$ cat src/rtl/npc_pkg.sv
`timescale 1ns/1ps
package npc_pkg;

    // Decoded flow classes; codes 6 and 7 are unused and fall through.
    typedef enum logic [2:0] {
        FL_SEQ  = 3'd0,
        FL_BEQ  = 3'd1,
        FL_BNE  = 3'd2,
        FL_JMP  = 3'd3,
        FL_JAL  = 3'd4,
        FL_JREG = 3'd5
    } flow_e;

    localparam int unsigned FLOW_W = 3;

endpackage

$ cat src/rtl/npc_compare.sv
`timescale 1ns/1ps
// Decides whether a conditional branch is taken.
module npc_compare #(
    parameter int unsigned XLEN = 32
) (
    input  logic [npc_pkg::FLOW_W-1:0] flow_sel,
    input  logic [XLEN-1:0]            opnd_a,
    input  logic [XLEN-1:0]            opnd_b,
    output logic                       is_branch,
    output logic                       cond_met
);
    import npc_pkg::*;

    logic same;

    always_comb begin
        same      = (opnd_a == opnd_b);
        is_branch = 1'b0;
        cond_met  = 1'b0;
        case (flow_sel)
            FL_BEQ: begin
                is_branch = 1'b1;
                cond_met  = same;
            end
            FL_BNE: begin
                is_branch = 1'b1;
                cond_met  = !same;
            end
            default: begin
                is_branch = 1'b0;
                cond_met  = 1'b0;
            end
        endcase
    end

endmodule

$ cat src/rtl/npc_targets.sv
`timescale 1ns/1ps
// Forms the sequential, branch and absolute jump target addresses.
module npc_targets #(
    parameter int unsigned XLEN  = 32,
    parameter int unsigned OFF_W = 16,
    parameter int unsigned JF_W  = 26
) (
    input  logic [XLEN-1:0]  pc,
    input  logic [OFF_W-1:0] br_offset,
    input  logic [JF_W-1:0]  jmp_field,
    output logic [XLEN-1:0]  seq_tgt,
    output logic [XLEN-1:0]  br_tgt,
    output logic [XLEN-1:0]  jmp_tgt
);
    localparam int unsigned EXT_W    = XLEN - OFF_W - 2;
    localparam int unsigned REGION_W = XLEN - JF_W - 2;

    logic [XLEN-1:0] disp;

    always_comb begin
        seq_tgt = pc + XLEN'(4);
        disp    = {{EXT_W{br_offset[OFF_W-1]}}, br_offset, 2'b00};
        br_tgt  = seq_tgt + disp;
        jmp_tgt = {pc[XLEN-1 -: REGION_W], jmp_field, 2'b00};
    end

endmodule

$ cat src/rtl/npc_select.sv
`timescale 1ns/1ps
// Picks the next counter value and the side effects for the flow class.
module npc_select #(
    parameter int unsigned XLEN = 32
) (
    input  logic [npc_pkg::FLOW_W-1:0] flow_sel,
    input  logic                       is_branch,
    input  logic                       cond_met,
    input  logic [XLEN-1:0]            seq_tgt,
    input  logic [XLEN-1:0]            br_tgt,
    input  logic [XLEN-1:0]            jmp_tgt,
    input  logic [XLEN-1:0]            reg_target,
    output logic [XLEN-1:0]            next_pc,
    output logic                       redirect,
    output logic                       want_link
);
    import npc_pkg::*;

    always_comb begin
        next_pc   = seq_tgt;
        redirect  = 1'b0;
        want_link = 1'b0;
        if (is_branch) begin
            if (cond_met) begin
                next_pc  = br_tgt;
                redirect = 1'b1;
            end
        end else begin
            case (flow_sel)
                FL_JMP: begin
                    next_pc  = jmp_tgt;
                    redirect = 1'b1;
                end
                FL_JAL: begin
                    next_pc   = jmp_tgt;
                    redirect  = 1'b1;
                    want_link = 1'b1;
                end
                FL_JREG: begin
                    next_pc  = reg_target;
                    redirect = 1'b1;
                end
                default: begin
                    next_pc  = seq_tgt;
                    redirect = 1'b0;
                end
            endcase
        end
    end

endmodule

$ cat src/rtl/npc_unit.sv
`timescale 1ns/1ps
// Program counter register and next-address selection.
module npc_unit #(
    parameter int unsigned XLEN       = 32,
    parameter int unsigned OFF_W      = 16,
    parameter int unsigned JF_W       = 26,
    parameter int unsigned RIDX_W     = 5,
    parameter int unsigned LINK_REG   = 31,
    parameter logic [31:0] START_ADDR = 32'h0040_0000
) (
    input  logic                       clk,
    input  logic                       rst,
    input  logic                       adv_en,
    input  logic [npc_pkg::FLOW_W-1:0] flow_sel,
    input  logic [OFF_W-1:0]           br_offset,
    input  logic [JF_W-1:0]            jmp_field,
    input  logic [XLEN-1:0]            opnd_a,
    input  logic [XLEN-1:0]            opnd_b,
    input  logic [XLEN-1:0]            reg_target,
    output logic [XLEN-1:0]            pc_o,
    output logic                       link_we_o,
    output logic [RIDX_W-1:0]          link_reg_o,
    output logic [XLEN-1:0]            link_val_o,
    output logic                       taken_o
);

    typedef struct packed {
        logic [XLEN-1:0] pc;
        logic            link_we;
        logic [XLEN-1:0] link_val;
        logic            taken;
    } npc_state_t;

    npc_state_t st_d, st_q;

    logic            is_branch, cond_met;
    logic [XLEN-1:0] seq_tgt, br_tgt, jmp_tgt, next_pc;
    logic            redirect, want_link;

    npc_compare #(.XLEN(XLEN)) u_cmp (
        .flow_sel  (flow_sel),
        .opnd_a    (opnd_a),
        .opnd_b    (opnd_b),
        .is_branch (is_branch),
        .cond_met  (cond_met)
    );

    npc_targets #(.XLEN(XLEN), .OFF_W(OFF_W), .JF_W(JF_W)) u_tgt (
        .pc        (st_q.pc),
        .br_offset (br_offset),
        .jmp_field (jmp_field),
        .seq_tgt   (seq_tgt),
        .br_tgt    (br_tgt),
        .jmp_tgt   (jmp_tgt)
    );

    npc_select #(.XLEN(XLEN)) u_sel (
        .flow_sel   (flow_sel),
        .is_branch  (is_branch),
        .cond_met   (cond_met),
        .seq_tgt    (seq_tgt),
        .br_tgt     (br_tgt),
        .jmp_tgt    (jmp_tgt),
        .reg_target (reg_target),
        .next_pc    (next_pc),
        .redirect   (redirect),
        .want_link  (want_link)
    );

    always_comb begin
        st_d          = st_q;
        st_d.link_we  = 1'b0;
        st_d.taken    = 1'b0;
        if (rst) begin
            st_d.pc       = XLEN'(START_ADDR);
            st_d.link_val = '0;
        end else if (adv_en) begin
            st_d.pc      = next_pc;
            st_d.taken   = redirect;
            st_d.link_we = want_link;
            if (want_link) begin
                st_d.link_val = seq_tgt;
            end
        end
    end

    always_ff @(posedge clk) begin
        st_q <= st_d;
    end

    assign pc_o       = st_q.pc;
    assign link_we_o  = st_q.link_we;
    assign link_val_o = st_q.link_val;
    assign link_reg_o = RIDX_W'(LINK_REG);
    assign taken_o    = st_q.taken;

endmodule

$ cat config.mk
export PLATFORM = sky130hd
export DESIGN_NAME = npc_unit
export DESIGN_NICKNAME = d
export VERILOG_FILES = /design/src/rtl/npc_pkg.sv /design/src/rtl/npc_compare.sv /design/src/rtl/npc_targets.sv /design/src/rtl/npc_select.sv /design/src/rtl/npc_unit.sv
export SDC_FILE = /design/constraint.sdc
export NUM_CORES = 1
export LEC_CHECK = 0
export ABC_AREA = 1
export BUFFER_PORTS_ARGS = -buffer_cell sky130_fd_sc_hd__buf_2
export CAP_MARGIN = 10
export CELL_PAD_IN_SITES_DETAIL_PLACEMENT = 1
export CELL_PAD_IN_SITES_GLOBAL_PLACEMENT = 1
export CORE_ASPECT_RATIO = 0.9
export CORE_MARGIN = 2
export CORE_UTILIZATION = 32
export CTS_CLUSTER_SIZE = 12
export DETAILED_ROUTE_END_ITERATION = 6
export PLACE_DENSITY = 0.77
export RECOVER_POWER = 100
export SYNTH_ARGS = -nofsm -noshare
export SYNTH_HDL_FRONTEND = slang
export SYNTH_SLANG_ARGS = --single-unit
$ cat constraint.sdc
create_clock -name clk -period 2.8 [get_ports clk]
set_clock_uncertainty 0.1 [all_clocks]
set_input_delay 0 -clock clk [delete_from_list [all_inputs] [get_ports clk]]
set_output_delay 0 -clock clk [all_outputs]
set_load 0.05 [all_outputs]
==> impl_metrics.yaml <==
outcome:
  status: "complete, but fails checks"
  violations: "setup timing"
place:
  gp_congestion: 0.950
  dp_hpwl_um: 26600
  io_buffers: 209
  place_ws_ns: -0.480
  dpl_cell_area_um2: 9490
  placed_cells: 1791
global_route:
  overflow: 0
  grt_pass1_wl_um: 57100
  first_global_vias: 10700
  antenna_found_initial: 1
  grt_usage: 0.322
  grt_max_degree: 45
setup_path:
  crit_type: "reg -> reg"
  cp-start-kind: "register"
  startpoint: "pc_o[15]"
  arrival_ns: 3.40
  required_ns: 2.93
  r2r_start: "pc_o[15]"
  critPathMaxFanout: 3
  cp-end-kind: "register"
detailed_routing:
  detail_route.vias_per_cell: 5.78
  route.vias.total: 10800
  wirelength_um: 47100
  wire_per_inst_um: 25.1
  drt_iter0_markers: 816
  firstDrtPassIters: 5
  drtAntennaViolNets: 0
  drc: 0
synthesis:
  synth_warnings: 0
  synth.area.top_cells: "dfxtp_1 (19%), nand2_1 (19%), inv_1 (7.8%), a21oi_1 (7.7%), ha_1 (6.5%)"
  synth_commonest_cells: "nand2_1 (346), inv_1 (144), a21oi_1 (107)"
  ys.flop_type: "dfxtp_1"
  synth_seq_cells: 66
  synth_top_area_share: 0.190
  synth-edff-count: 0
  synthDominantAreaCellType: "dfxtp_1"
  syn-cell-area_um2: 6950
  synth_cell_types: 45
  netlist_instances: 1166
  syn_avg_cell_area_um2: 5.96
  ys_async_sr_fraction: 0
  seq_area_frac_synth: 0.190
  synth_most_common_cell: "nand2_1"
finish:
  antenna_cells: 0
  num-fill-cells: 2806
  final-instance-count-excl-fill: 1876
  multi_input_area_um2: 6730
  final_cell_area_um2: 12300
  seqCellArea_um2: 1390
  layout-drive-gt1-share: 0.503
  syn_to_final_growth_pct: 76.7
  final_nets: 1761
sta:
  finalHoldViolations: 0
  relSlewSlack: 0.338
  worst_slew_pin_slew_ns: 0.993
  slew_violations: 0
  setup_ws_ns: -0.470
  hold-worst-slack_ns: 0.00662
  fin_crit_sh: 1.17
  min_period_ns: 3.27
  clock.fmax_ghz: 0.306
  setup_viol: 24
  rsz0062_at_grt: "true"
die:
  fp.dieW_um: 159
  start_util: 0.324
  die-area_um2: 22900
  rows: 51
  coreArea_um2: 21400
  boundaryPins: 215
  die_h_um: 144
cts:
  cts_tree: "built"
  root_buffer: "clkbuf_16"
  path_clk_slew_ns: 0.06
  h-tree-depth: 3
  clockBufferDepth: 2
  clk_latency_ns: 0.36
  cts_made_buffers: 9
  cts_sinks: 66
job:
  maxCapViolCount: 0
power:
  ir_worst_vdd_uv: 306
  power.density_nw_per_um2: 384
  p_total_uw: 4720
  p_leak_uw: 0.00598
worst_hold_path:
  min_path_type: "in -> reg"
  worstHoldStart: "reg_target[25]"
through the flow:
step | setup TNS (ns) | util
floorplan | 0 | -
global placement | -4.84 | 0.442
detailed placement | -6.15 | 0.442
CTS | -0.636 | 0.520
global route | -9.87 | 0.573
finish | -7.73 | 0.573
cells in the final DEF, fill, tap and decap left out, drive strengths merged, types with 4 or more instances in the layout:
master	instances
clkbuf	49
nand3	81
nand4	12
and2	4
conb	5
xor2	15
xnor2	34
o211ai	5
buf	391
o21bai	11
nor2	95
nand2	364
dlygate4sd3	12
o21ai	93
ha	36
inv	150
a21oi	109
nor3	10
a22oi	23
dfxtp	66
critical path: stages, from the launching register on:
cell and delay [ns]:
dfxtp_4 0.39, buf_4 0.13, nand2_1 0.14, nor2_2 0.22, nand2_1 0.11, nor2_2 0.15
nand2_1 0.08, nand2_1 0.10, nand2_2 0.09, inv_4 0.12, ha_4 0.22, nand2_2 0.11
inv_1 0.09, a21oi_4 0.21, nand2_4 0.10, a21oi_4 0.16, xor2_1 0.26, nand2_1 0.16
nand3_2 0.16, a21oi_2 0.06
sequential cells by signal, summed over array words and instances (netlist names):
name	flops
taken_o	1
pc_o	32
link_we_o	1
link_val_o	32
cell type report:
cell class	count	area share
sequential	66	0.113
tap	291	0.0297
multi-input combinational	912	0.548
clock buffer	10	0.0195
timing repair buffer	442	0.238
inverter	149	0.0466
clock inverter	6	0.00530
kinds of logic (layout without fill, tap and decap cells):
logic type,count (synthesis),in the layout,share of synthesized area
adder cells (fa/ha/maj),37,37,0.0677
other,1,5,0.000540
AO/OA/AOI/OAI,247,247,0.197
flip-flops,66,66,0.190
XOR/XNOR,49,49,0.0688
AND/OR/NAND/NOR,574,574,0.365
buffers and inverters,192,607,0.111
power breakdown:
| group | total, µW | switching [µW] | internal, µW | leakage (µW) |
|---|---|---|---|---|
| sequential | 1060 | 72.4 | 992 | 0.000552 |
| combinational | 2420 | 1490 | 932 | 0.00528 |
| clock | 1230 | 516 | 717 | 0.000149 |
| total | 4720 | 2070 | 2640 | 0.00598 |
path summary, 6_finish.rpt:
kind,cells past startpoint,endpoint,slack [ns]
setup / recovery,19,pc_o[20],-0.47
setup reg to reg,19,pc_o[20],-0.47
hold reg to reg,2,link_val_o[1],0.42
hold / removal,5,pc_o[25],0.007
per-layer routing:
metal,part of all wire,global-route usage
met1,0.34,0.343
met2,0.48,0.581
met3,0.083,0.0696
met4,0.097,0.213
met5,0.00028,0
what timing repair did:
action                                  in CTS  in global routing
hold endpoints to repair                    12                  0
endpoints found under the setup margin      23                 27
resized for setup                          223                236
hold buffers                                12                  0
setup buffers                               30                 28
pin swaps                                   87                137
Power figures use the tool's default switching activity.
